## src/rtl/vec_intc_pkg.sv

```systemverilog
package vec_intc_pkg;
  localparam int unsigned ADDR_W   = 4;
  localparam int unsigned DATA_W   = 8;
  localparam logic [ADDR_W-1:0] ADDR_STAT = 4'd5;
  localparam logic [ADDR_W-1:0] ADDR_VEC  = 4'd12;
  localparam logic [DATA_W-1:0] VEC_RST   = 8'h0F;
  localparam logic [DATA_W-1:0] MASK_RST  = 8'h00;
  localparam int unsigned BIT_TX  = 0;
  localparam int unsigned BIT_RX  = 1;
  localparam int unsigned BIT_CTR = 3;
endpackage

```

## src/rtl/vec_intc_status.sv

```systemverilog
module vec_intc_status
  import vec_intc_pkg::*;
(
  input  logic              clk_i,
  input  logic              rst_ni,
  input  logic              tx_rdy_i,
  input  logic              rx_load_i,
  input  logic              rx_fifo_full_i,
  input  logic              rx_hold_rd_i,
  input  logic              ctr_tick_i,
  input  logic              ctr_stop_i,
  output logic [DATA_W-1:0] stat_o
);
  logic rx_q, ctr_q;

  // set has priority: a read and a refilling load on one edge leave it full
  always_ff @(posedge clk_i or negedge rst_ni) begin
    if (!rst_ni)                           rx_q <= 1'b0;
    else if (rx_load_i && rx_fifo_full_i)  rx_q <= 1'b1;
    else if (rx_hold_rd_i)                 rx_q <= 1'b0;
  end

  // stop command has priority over a tick
  always_ff @(posedge clk_i or negedge rst_ni) begin
    if (!rst_ni)         ctr_q <= 1'b0;
    else if (ctr_stop_i) ctr_q <= 1'b0;
    else if (ctr_tick_i) ctr_q <= 1'b1;
  end

  always_comb begin
    stat_o          = '0;
    stat_o[BIT_TX]  = tx_rdy_i;
    stat_o[BIT_RX]  = rx_q;
    stat_o[BIT_CTR] = ctr_q;
  end
endmodule

```

## src/rtl/vec_intc_regs.sv

```systemverilog
module vec_intc_regs
  import vec_intc_pkg::*;
(
  input  logic              clk_i,
  input  logic              rst_ni,
  input  logic [ADDR_W-1:0] addr_i,
  input  logic              wr_i,
  input  logic [DATA_W-1:0] wdata_i,
  input  logic [DATA_W-1:0] stat_i,
  output logic [DATA_W-1:0] rdata_o,
  output logic [DATA_W-1:0] mask_o,
  output logic [DATA_W-1:0] vec_o
);
  logic sel_stat, sel_vec;

  assign sel_stat = (addr_i == ADDR_STAT);
  assign sel_vec  = (addr_i == ADDR_VEC);

  always_ff @(posedge clk_i or negedge rst_ni) begin
    if (!rst_ni)               mask_o <= MASK_RST;
    else if (wr_i && sel_stat) mask_o <= wdata_i;
  end

  always_ff @(posedge clk_i or negedge rst_ni) begin
    if (!rst_ni)              vec_o <= VEC_RST;
    else if (wr_i && sel_vec) vec_o <= wdata_i;
  end

  // status address reads raw status; the mask is write-only
  always_comb begin
    rdata_o = '0;
    if (sel_stat)     rdata_o = stat_i;
    else if (sel_vec) rdata_o = vec_o;
  end
endmodule

```

## src/rtl/vec_intc_req.sv

```systemverilog
module vec_intc_req
  import vec_intc_pkg::*;
(
  input  logic              clk_i,
  input  logic              rst_ni,
  input  logic [DATA_W-1:0] stat_i,
  input  logic [DATA_W-1:0] mask_i,
  input  logic [DATA_W-1:0] vec_i,
  input  logic              iack_i,
  output logic              irq_no,
  output logic              ack_valid_o,
  output logic [DATA_W-1:0] ack_data_o
);
  logic pend;

  assign pend = |(stat_i & mask_i);

  // registered request keeps the pin glitch-free
  always_ff @(posedge clk_i or negedge rst_ni) begin
    if (!rst_ni) irq_no <= 1'b1;
    else         irq_no <= ~pend;
  end

  assign ack_valid_o = iack_i & ~irq_no;
  assign ack_data_o  = ack_valid_o ? vec_i : '0;
endmodule

```

## src/rtl/vec_intc.sv

```systemverilog
module vec_intc
  import vec_intc_pkg::*;
(
  input  logic              clk_i,
  input  logic              rst_ni,
  input  logic [ADDR_W-1:0] addr_i,
  input  logic              wr_i,
  input  logic [DATA_W-1:0] wdata_i,
  output logic [DATA_W-1:0] rdata_o,
  input  logic              tx_rdy_i,
  input  logic              rx_load_i,
  input  logic              rx_fifo_full_i,
  input  logic              rx_hold_rd_i,
  input  logic              ctr_tick_i,
  input  logic              ctr_stop_i,
  input  logic              iack_i,
  output logic              irq_no,
  output logic              ack_valid_o,
  output logic [DATA_W-1:0] ack_data_o
);
  logic [DATA_W-1:0] stat, mask, vec;

  vec_intc_status u_status (
    .clk_i, .rst_ni, .tx_rdy_i, .rx_load_i, .rx_fifo_full_i,
    .rx_hold_rd_i, .ctr_tick_i, .ctr_stop_i, .stat_o(stat)
  );

  vec_intc_regs u_regs (
    .clk_i, .rst_ni, .addr_i, .wr_i, .wdata_i, .stat_i(stat),
    .rdata_o, .mask_o(mask), .vec_o(vec)
  );

  vec_intc_req u_req (
    .clk_i, .rst_ni, .stat_i(stat), .mask_i(mask), .vec_i(vec),
    .iack_i, .irq_no, .ack_valid_o, .ack_data_o
  );
endmodule

```

## config.mk

```make
export PLATFORM = sky130hd
export DESIGN_NAME = vec_intc
export DESIGN_NICKNAME = d
export VERILOG_FILES = /design/src/rtl/vec_intc_pkg.sv /design/src/rtl/vec_intc_status.sv /design/src/rtl/vec_intc_regs.sv /design/src/rtl/vec_intc_req.sv /design/src/rtl/vec_intc.sv
export SDC_FILE = /design/constraint.sdc
export NUM_CORES = 1
export LEC_CHECK = 0
export BUFFER_PORTS_ARGS = -buffer_cell sky130_fd_sc_hd__buf_2
export CAP_MARGIN = 10
export CORE_MARGIN = 2
export CORE_UTILIZATION = 38
export CTS_CLUSTER_DIAMETER = 30
export DETAILED_ROUTE_END_ITERATION = 16
export PLACE_DENSITY = 0.73
export SKIP_LAST_GASP = 1
export SYNTH_ARGS = -nofsm -noshare
export SYNTH_HDL_FRONTEND = slang
export SYNTH_SLANG_ARGS = --single-unit
```

## constraint.sdc

```tcl
create_clock -name clk_i -period 0.9 [get_ports clk_i]
set_input_delay 0.135 -clock clk_i [delete_from_list [all_inputs] [get_ports clk_i]]
set_output_delay 0.135 -clock clk_i [all_outputs]
set_load 0.01 [all_outputs]
```

==> impl_results.md, run 1 <==
- Critical setup path kind: flip-flop to output pin
- Gr usage total: between 15 and 20%
- Hold Path Class: primary input to flip-flop
- Vias per inst: 4.61
- CTS tree: built
- Crit path arrival time: 1.15 ns
- GP Congestion: a little under 0.8
- Post-Syn Nets: 82
- FMAX: 777 MHz
- Final non-filler cell total: 140
- Most frequent cells in the layout: buf_2, mux2_4, buf_4
- Data required, critical path: about 0.76 ns
- Outcome: finished with violations
- Post-Syn Area per Cell: 12.0 um^2
- Maxcap violations: 0
- First-pass GRT wire length: around 2.5 mm
- DP Area: roughly 1000 um^2
- Clock Skew: 0.00366 ns
- RSZ-0062 raised after global routing: true
- Cell variety after synth: 19
- Post-synthesis sequential area ratio: 49.7%
- Final critical-path share of the clock period: 143%
- Crit-path max FO: 9
- Hold Violations, Final: 0
- Commonest non-fill, non-tap cell in the layout: buf_2
- Fin Hold WS: around 0.026 ns
- Critical path's slowest cell: dfstp_2
- Slew HR: 79.3%
- Fillers: 147
- Vias in the first global route: 584
- Yosys reg bits: 14
- Ant. Diodes: 0
- Std-Cell Rows: 15
- CP Launch Type: flip-flop
- Starting DRT DRC Count: 14
- Total number of vias: 645
- Pwr dens: 1640 nW/um^2
- Post-route ant nets: 0
- Routed len/inst: 12.1 um
- CTS sink count: 14
- Crit path time final: between 1 and 1.5 ns
- Synth warnings: 0
- Largest net degree at the start of global routing: 15
- H-tree depth: 1
- Netlist Area Pre-Place: roughly 720 um^2
- Total core area: 1750 um^2
- Crit. End Element: output pin
- Ratio of cells with drive above 1 in the final layout: 73.0%
- Die footprint: 2250 um^2
- Cell count after placement: about 130
- Die width: 47.5 um
- Reg clk slew, reported paths: 0.08 ns
- Final wirelength: about 1.7 mm
- Port Buffers: 39
- DRT Pass-1 Iters: 4
- Worst-skew pair later-pin latency: 0.27 ns
- Max stage delay on crit path: 0.56 ns
- Gr ovfl total: 0
- Pleak: 0.621 nW
- Total CTS buffers: 3
- Clock buffer depth: 2
- Final Instance Area: 1170 um^2
- Mapped Cells: 60
- Root Buffer: clkbuf_4
- Antenna violations before repair: 0
- Worst-Margin Slew: 0.311 ns
- Slew Limit Fails: 0
- Post-route setup slack: -0.387 ns
- Nets: between 100 and 150
- CP cell instances: nor2b_4 -> and2_4 -> buf_2
- Initial core utilization: 41.1%
- Die Y: 47.5 um
- Failing checks: negative setup slack
- IR drop worst, VDD: 0.000940 V
- Setup violators final: 18
- DR DRC count: 0
- Area Overhead vs Synth: 63.6%
- Total I/O pin count: 40
==> final timing paths <==
kind,from,endpoint,slack (ns),depth (start not counted)
setup / recovery,u_req.irq_no,ack_data_o[6],-0.39,3
hold / removal,tx_rdy_i,u_req.irq_no,0.03,2
setup reg to reg,u_regs.vec_o[7],u_regs.vec_o[7],0.01,2
hold reg to reg,u_regs.mask_o[0],u_req.irq_no,0.43,1
max in group asynchronous,rst_ni,u_regs.vec_o[2],0.33,2
min in group asynchronous,rst_ni,u_regs.vec_o[4],0.28,2
==> sequential cells by signal, summed over array words and instances, names as in the netlist <==
signal	count
u_regs.vec_o	8
u_regs.mask_o	3
u_status.ctr_q	1
u_status.rx_q	1
u_req.irq_no	1
==> kinds of logic after synthesis <==
family,count (synthesis),share of synthesized area [%]
AOI/OAI and AO/OA,5,5.23
and+or+nand+nor,28,26.8
muxes,11,17.2
DFF,14,49.7
buffers and inverters,2,1.04
==> metrics by stage <==
step                      setup slack (ns)  power [mW]  setup TNS, ns  util [%]
after floorplan                     -0.128        1.20          -2.03         -
after global placement              -0.309        1.37          -5.85      60.1
after CTS                           -0.399        1.89          -5.91      65.4
after detailed placement            -0.374        1.39          -6.66      60.1
final                               -0.387        1.93          -5.75      67.3
after global routing                -0.467        2.05          -6.98      67.3
==> Yosys cell counts (all sizes together) <==
cell type / instances / area, um^2
a222oi: 1 / 10.0
a22oi: 3 / 22.5
and2: 13 / 81.3
and2b: 1 / 7.51
clkbuf: 1 / 3.75
dfrtp: 9 / 225
dfstp: 5 / 131
inv: 1 / 3.75
mux2: 11 / 124
nand2: 1 / 3.75
nand2b: 2 / 15.0
nand3b: 1 / 20.0
nor2: 7 / 33.8
nor2b: 2 / 12.5
nor3b: 1 / 18.8
o21ai: 1 / 5.00
==> routing by layer <==
layer  global-route usage [%]  wire (um)  vias to the layer above
met1                     20.2        708                      291
met3                     3.40        123                        5
met2                     28.6        835                       33
met5                        0          0                        -
li1                         -          -                      316
met4                     8.33         29                        0
==> worst max-delay path, delay by kind of cell, from the launching register on <==
kind	cells	cell delay [ns]
AND/OR/NAND/NOR	2	0.19
buffers and inverters	1	0.13
flip-flops	1	0.56
==> power by group <==
part           total, mW  leakage [nW]  internal [mW]  switching [mW]
registers          0.906         0.163          0.803           0.103
logic              0.588         0.437          0.391           0.197
clock network      0.439        0.0210          0.246           0.193
total               1.93         0.621           1.44           0.493
==> area by class of cell <==
class	instances	area, um^2	area share, %
clock buffer	4	36.3	3.09
multi-input combinational	44	424	36.1
inverter	1	3.75	0.319
timing repair buffer	52	323	27.5
tap	25	31.3	2.66
sequential	14	357	30.4
==> repair_timing <==
| action | 4_1_cts | 5_1_grt |
|---|---|---|
| endpoints found under the setup margin | 18 | 19 |
| buffers inserted | 2 | 4 |
| gates resized for setup | 5 | 1 |
| hold buffers | 2 | 0 |
| endpoints found under the hold margin | 10 | 0 |
Note: power is estimated with default switching activity, not from simulation.
==> inputs of run 2 (changes only) <==
--- a/config.mk
+++ b/config.mk
@@ -8,7 +8,7 @@
 export BUFFER_PORTS_ARGS = -buffer_cell sky130_fd_sc_hd__buf_2
 export CAP_MARGIN = 10
 export CORE_MARGIN = 2
-export CORE_UTILIZATION = 38
+export CORE_UTILIZATION = 40
 export CTS_CLUSTER_DIAMETER = 30
 export DETAILED_ROUTE_END_ITERATION = 16
 export PLACE_DENSITY = 0.73
==> constraint.sdc (replaced) <==
create_clock -name clk_i -period 1.3 [get_ports clk_i]
set_input_delay 0.195 -clock clk_i [delete_from_list [all_inputs] [get_ports clk_i]]
set_output_delay 0.195 -clock clk_i [all_outputs]
set_load 0.01 [all_outputs]
==> run 2 against run 1 <==
Effect of this change: the run still ends with negative setup slack left; sequential share of layout area is 5.2 points higher; sequential power decreased by 32%; critical path depth stayed put; worst hold slack better by 0.029 ns; clock-buffer cell count did not move; via count fell by 4.8%; clock skew is essentially flat; sequential cell count stayed put; combinational power is 55% lower; total power decreased by 39%; global-route usage decreased by 2.1 points.
==> impl_results.md, run 2 (synthesis gave the netlist of run 1 again) <==
- Antenna violations before repair: 0 (unchanged)
- Die footprint: 2150 um^2 (-4.6%)
- Post-route setup slack: -0.0755 ns (+0.312 ns)
- Hold Path Class: primary input to flip-flop
- Outcome: finished with violations
- Die Y: 46.4 um (-2.3%)
- CP Launch Type: flip-flop
- Setup TNS: -0.662 ns (+5.09 ns)
- CTS sink count: 14 (unchanged)
- Total I/O pin count: 40 (unchanged)
- Final wirelength: 1.48 mm (-13%)
- Total power: 1.18 mW (-39%)
- First-pass GRT wire length: 2.18 mm (-13%)
- Total CTS buffers: 3 (unchanged)
- Port Buffers: 39 (unchanged)
- DRT Pass-1 Iters: 4 (unchanged)
- Std-Cell Rows: 15 (unchanged)
- Crit path arrival time: 1.18 ns (+0.03 ns)
- Root Buffer: clkbuf_4
- Hold Violations, Final: 0 (unchanged)
- Nets: 127 (-8.0%)
- Largest register FFs: 8 (unchanged)
- GP Congestion: 0.773 (-1.5%)
- Clock Skew: 0.00337 ns (-0.000286 ns)
- Top Registers: u_regs.vec_o x8, u_regs.mask_o x3
- Crit. End Element: output pin
- Most frequent cells in the layout: buf_2, and2_1, dfrtp_1
- Initial core utilization: 42.1% (+0.90 points)
- Ant. Diodes: 0 (unchanged)
- Area Overhead vs Synth: 39.5%
- Total number of vias: 614 (-4.8%)
- Register area: 357 um^2 (unchanged)
- Worst-skew pair later-pin latency: 0.28 ns (about the same)
- Post-route ant nets: 0 (unchanged)
- H-tree depth: 1 (unchanged)
- DR DRC count: 0 (unchanged)
- Largest net degree at the start of global routing: 15 (unchanged)
- Data required, critical path: 1.11 ns (+0.35 ns)
- RSZ-0062 raised after global routing: true
- Die width: 46.4 um (-2.3%)
- Gr usage total: 14.8% (-2.1 points)
- Fillers: 150 (+2.0%)
- Gr ovfl total: 0 (unchanged)
- Clock buffer depth: 2 (unchanged)
- Critical setup path kind: flip-flop to output pin
- Final critical-path share of the clock period: 106%
- Failing checks: negative setup slack
- Vias in the first global route: 515 (-12%)
- CTS tree: built
- Largest Register: u_regs.vec_o
- Pleak: 0.521 nW (-16%)
- Reg clk slew, reported paths: 0.08 ns (about the same)
- Crit-path max FO: 9 (unchanged)
- Slew Limit Fails: 0 (unchanged)
- Worst-Margin Slew: 0.313 ns (+0.00230 ns)
- Commonest non-fill, non-tap cell in the layout: buf_2
- FMAX: 727 MHz
- Total core area: 1710 um^2 (-2.2%)
- Slew HR: 79.1% (-0.15 points)
- Ratio of cells with drive above 1 in the final layout: 59.6% (-13 points)
- Routed len/inst: 11.5 um (-5.5%)
- Vias per inst: 4.76 (+3.3%)
- Setup violators final: 11 (-7)
- Area of the multi-input gates: 362 um^2 (-15%)
- Crit path time final: about 1.4 ns
- Maxcap violations: 0 (unchanged)
- Pwr dens: 1180 nW/um^2 (-28%)
- IR drop worst, VDD: 0.000911 V (-3.1%)
- Starting DRT DRC Count: 7 (-7)
==> run 2: path summary, 6_finish.rpt <==
check | from | to | cells after the start | slack (ns)
max in group asynchronous | rst_ni | u_req.irq_no | 2 | 0.68
max | u_req.irq_no | ack_data_o[0] | 3 | -0.08
min reg2reg | u_regs.mask_o[0] | u_req.irq_no | 1 | 0.43
min | ctr_stop_i | u_status.ctr_q | 2 | 0.06
max reg2reg | u_regs.mask_o[3] | u_req.irq_no | 1 | 0.43
min in group asynchronous | rst_ni | u_regs.mask_o[1] | 2 | 0.33
==> run 2: through the flow <==
step | util, % | setup slack (ns) | instances | cell area [um^2] | hold WS [ns]
floorplan | - | 0.149 | 60 | 718 | -0.101
global placement | 55.5 | 0.0538 | 124 | 948 | 0.101
detailed placement | 55.5 | 0.00528 | 124 | 948 | 0.102
CTS | 58.7 | -0.0887 | 129 | 1000 | 0.0465
global route | 58.7 | -0.124 | 129 | 1000 | 0.0657
finish | 58.7 | -0.0755 | 129 | 1000 | 0.0552
==> run 2: worst max-delay path, stage by stage (launching register included) <==
cell and delay, ns:
dfstp_2 0.55, nor2b_4 0.06, and2_1 0.16, buf_2 0.13
==> run 2: cell type report <==
type                    count  area share [%]
clock buffers               4            3.62
well taps                  25            3.12
flip-flops and latches     14            35.6
inverters                   1           0.375
repair buffers             41            21.2
multi-input cells          44            36.1
==> run 2: report_power, final <==
part           total (mW)  internal, mW  leakage [nW]  switching (mW)
Combinational       0.263         0.149         0.337           0.114
Clock               0.304         0.170        0.0210           0.133
Sequential          0.615         0.555         0.163          0.0600
Total                1.18         0.874         0.521           0.308
==> run 2: metal layers <==
metal	GRT usage, %	wire length, um
met5	0	0
met4	6.86	18
met3	2.35	70
met2	25.6	816
met1	17.8	573
==> run 2: what timing repair did <==
item,in CTS,in global routing
resized for setup,2,0
setup endpoints to repair,12,11
setup buffers,0,0
endpoints found under the hold margin,9,0
hold buffers,1,0
==> inputs of run 3 (changes only) <==
--- a/config.mk
+++ b/config.mk
@@ -7,7 +7,6 @@
 export LEC_CHECK = 0
 export BUFFER_PORTS_ARGS = -buffer_cell sky130_fd_sc_hd__buf_2
 export CAP_MARGIN = 10
-export CORE_MARGIN = 2
 export CORE_UTILIZATION = 40
 export CTS_CLUSTER_DIAMETER = 30
 export DETAILED_ROUTE_END_ITERATION = 16
==> run 3 against run 2 <==
Effect of this change: the flow still finishes with violations (negative setup slack); critical path depth is the same; wire length increased by 0.27%; clock-buffer cell count is the same; register-to-register slack lost 0.05 ns; cell count did not move; non-clock buffer count increased by 1; die area decreased by 8.4%.
==> impl_results.md, run 3 (synthesis gave the netlist of run 1 again) <==
- DR DRC count: 0 (unchanged)
- Std-Cell Rows: 14 (-1)
- Hold Violations, Final: 0 (unchanged)
- Reg clk slew, reported paths: 0.08 ns (about the same)
- CP Launch Type: flip-flop
- Total CTS buffers: 3 (unchanged)
- Ant. Diodes: 0 (unchanged)
- Met1 usage in global routing: 21.7% (+3.9 points)
- Worst-Margin Slew: 0.351 ns (+0.0373 ns)
- Total core area: 1590 um^2 (-6.7%)
- Antenna violations before repair: 0 (unchanged)
- Final Instance Area: 1010 um^2 (+0.87%)
- Commonest non-fill, non-tap cell in the layout: buf_2
- Crit path time final: 1.37 ns (-0.00836 ns)
- Worst-skew pair later-pin latency: 0.28 ns (about the same)
- Clock buffer depth: 2 (unchanged)
- Failing checks: negative setup slack
- Final non-filler cell total: 129 (unchanged)
- Root Buffer: clkbuf_4
- Slew Limit Fails: 0 (unchanged)
- RSZ-0062 raised after global routing: true
- First-pass GRT wire length: 2.26 mm (+3.8%)
- DP Area: 947 um^2 (-0.13%)
- Post-route setup slack: -0.0672 ns (+0.00836 ns)
- DRT Pass-1 Iters: 4 (unchanged)
- Data required, critical path: 1.11 ns (about the same)
- GP Congestion: 0.732 (-5.2%)
- Crit-path max FO: 9 (unchanged)
- Total I/O pin count: 40 (unchanged)
- Total number of vias: 599 (-2.4%)
- IR drop worst, VDD: 0.000564 V (-38%)
- Largest Register: u_regs.vec_o
- Vias per inst: 4.64 (-2.4%)
- Die Y: 44.4 um (-4.3%)
- Cell count after placement: 123 (-0.81%)
- Pwr dens: 1140 nW/um^2 (-3.7%)
- Critical setup path kind: flip-flop to output pin
- Outcome: finished with violations
- Final core utilization: 63.4% (+4.7 points)
- Vias in the first global route: 503 (-2.3%)
- FMAX: 731 MHz (+0.61%)
- Largest register FFs: 8 (unchanged)
- Ratio of cells with drive above 1 in the final layout: 61.9% (+2.3 points)
- Met2 usage: 25.9% (+0.33 points)
- Setup TNS: -0.593 ns (+0.0697 ns)
- Gr ovfl total: 0 (unchanged)
- Crit path arrival time: 1.17 ns (about the same)
- Setup violators final: 11 (unchanged)
- Largest net degree at the start of global routing: 15 (unchanged)
- Clock Skew: 0.00490 ns (+0.00153 ns)
- Pleak: 0.520 nW (-0.14%)
- Final wirelength: 1.48 mm (+0.27%)
- Gr usage total: 16.4% (+1.6 points)
- GR Util met3: 2.45% (+0.096 points)
- CTS tree: built
- Port Buffers: 39 (unchanged)
- Final critical-path share of the clock period: 105% (-0.64 points)
- Most frequent cells in the layout: buf_2, and2_1, dfrtp_1
- Hold Path Class: primary input to flip-flop
- Routed len/inst: 11.5 um (+0.27%)
- Slew HR: 76.6% (-2.5 points)
- Post-route ant nets: 0 (unchanged)
- Starting DRT DRC Count: 6 (-1)
- GR peak layer: met2
- Area Overhead vs Synth: 40.8%
- Nets: 128 (+0.79%)
- Crit. End Element: output pin
- H-tree depth: 1 (unchanged)
- Maxcap violations: 0 (unchanged)
- Top Registers: u_regs.vec_o x8, u_regs.mask_o x3
- Die footprint: 1970 um^2 (-8.4%)
- Die width: 44.4 um (-4.3%)
- CTS sink count: 14 (unchanged)
- Initial core utilization: 45.1% (+3.0 points)
- Fillers: 144 (-4.0%)
## run 3: worst paths after layout
kind,startpoint,to,slack (ns),cells after the start
min reg2reg,u_regs.mask_o[0],u_req.irq_no,0.45,1
max in group asynchronous,rst_ni,u_regs.vec_o[2],0.69,2
max reg2reg,u_status.rx_q,u_req.irq_no,0.38,1
min,ctr_stop_i,u_status.ctr_q,0.06,2
min in group asynchronous,rst_ni,u_status.rx_q,0.32,2
max,u_req.irq_no,ack_data_o[6],-0.07,3
## run 3: cell type report
class,count,area [um^2],area share (%)
clock buffer,4,26.3,2.60
sequential,14,357,35.3
inverter,1,3.75,0.371
timing repair buffer,42,220,21.8
multi-input combinational,44,374,37.0
tap,24,30.0,2.97
## run 3: metal layers
metal / share of wire [%] / wire, um
met1: 43 / 639
met2: 51 / 750
met3: 4.9 / 72
met4: 1.3 / 20
met5: 0 / 0
## run 3: power by group
| group | switching (mW) | internal (mW) |
|---|---|---|
| combinational | 0.118 | 0.161 |
| sequential | 0.0634 | 0.555 |
| clock | 0.132 | 0.119 |
## run 3: timing repair
item | 4_1_cts | 5_1_grt
gates resized for setup | 2 | 3
hold buffers | 1 | 0
setup buffers | 1 | 0
endpoints found under the setup margin | 12 | 16
endpoints found under the hold margin | 9 | 0
pin swaps | 0 | 2
## run 3: metrics by stage
step	hold WS (ns)	power (mW)	worst slack, ns
6_report	0.0603	1.15	-0.0672
5_1_grt	0.0625	1.22	-0.121
4_1_cts	0.0538	1.15	-0.0799
3_5_place_dp	0.0995	0.878	0.0455
3_3_place_gp	0.103	0.869	0.0540
2_1_floorplan	-0.101	0.756	0.149
## run 3: critical path, stage by stage (launching register included)
cell     delay [ns]
dfstp_2        0.55
nor2b_4        0.06
and2_1         0.16
buf_2          0.13
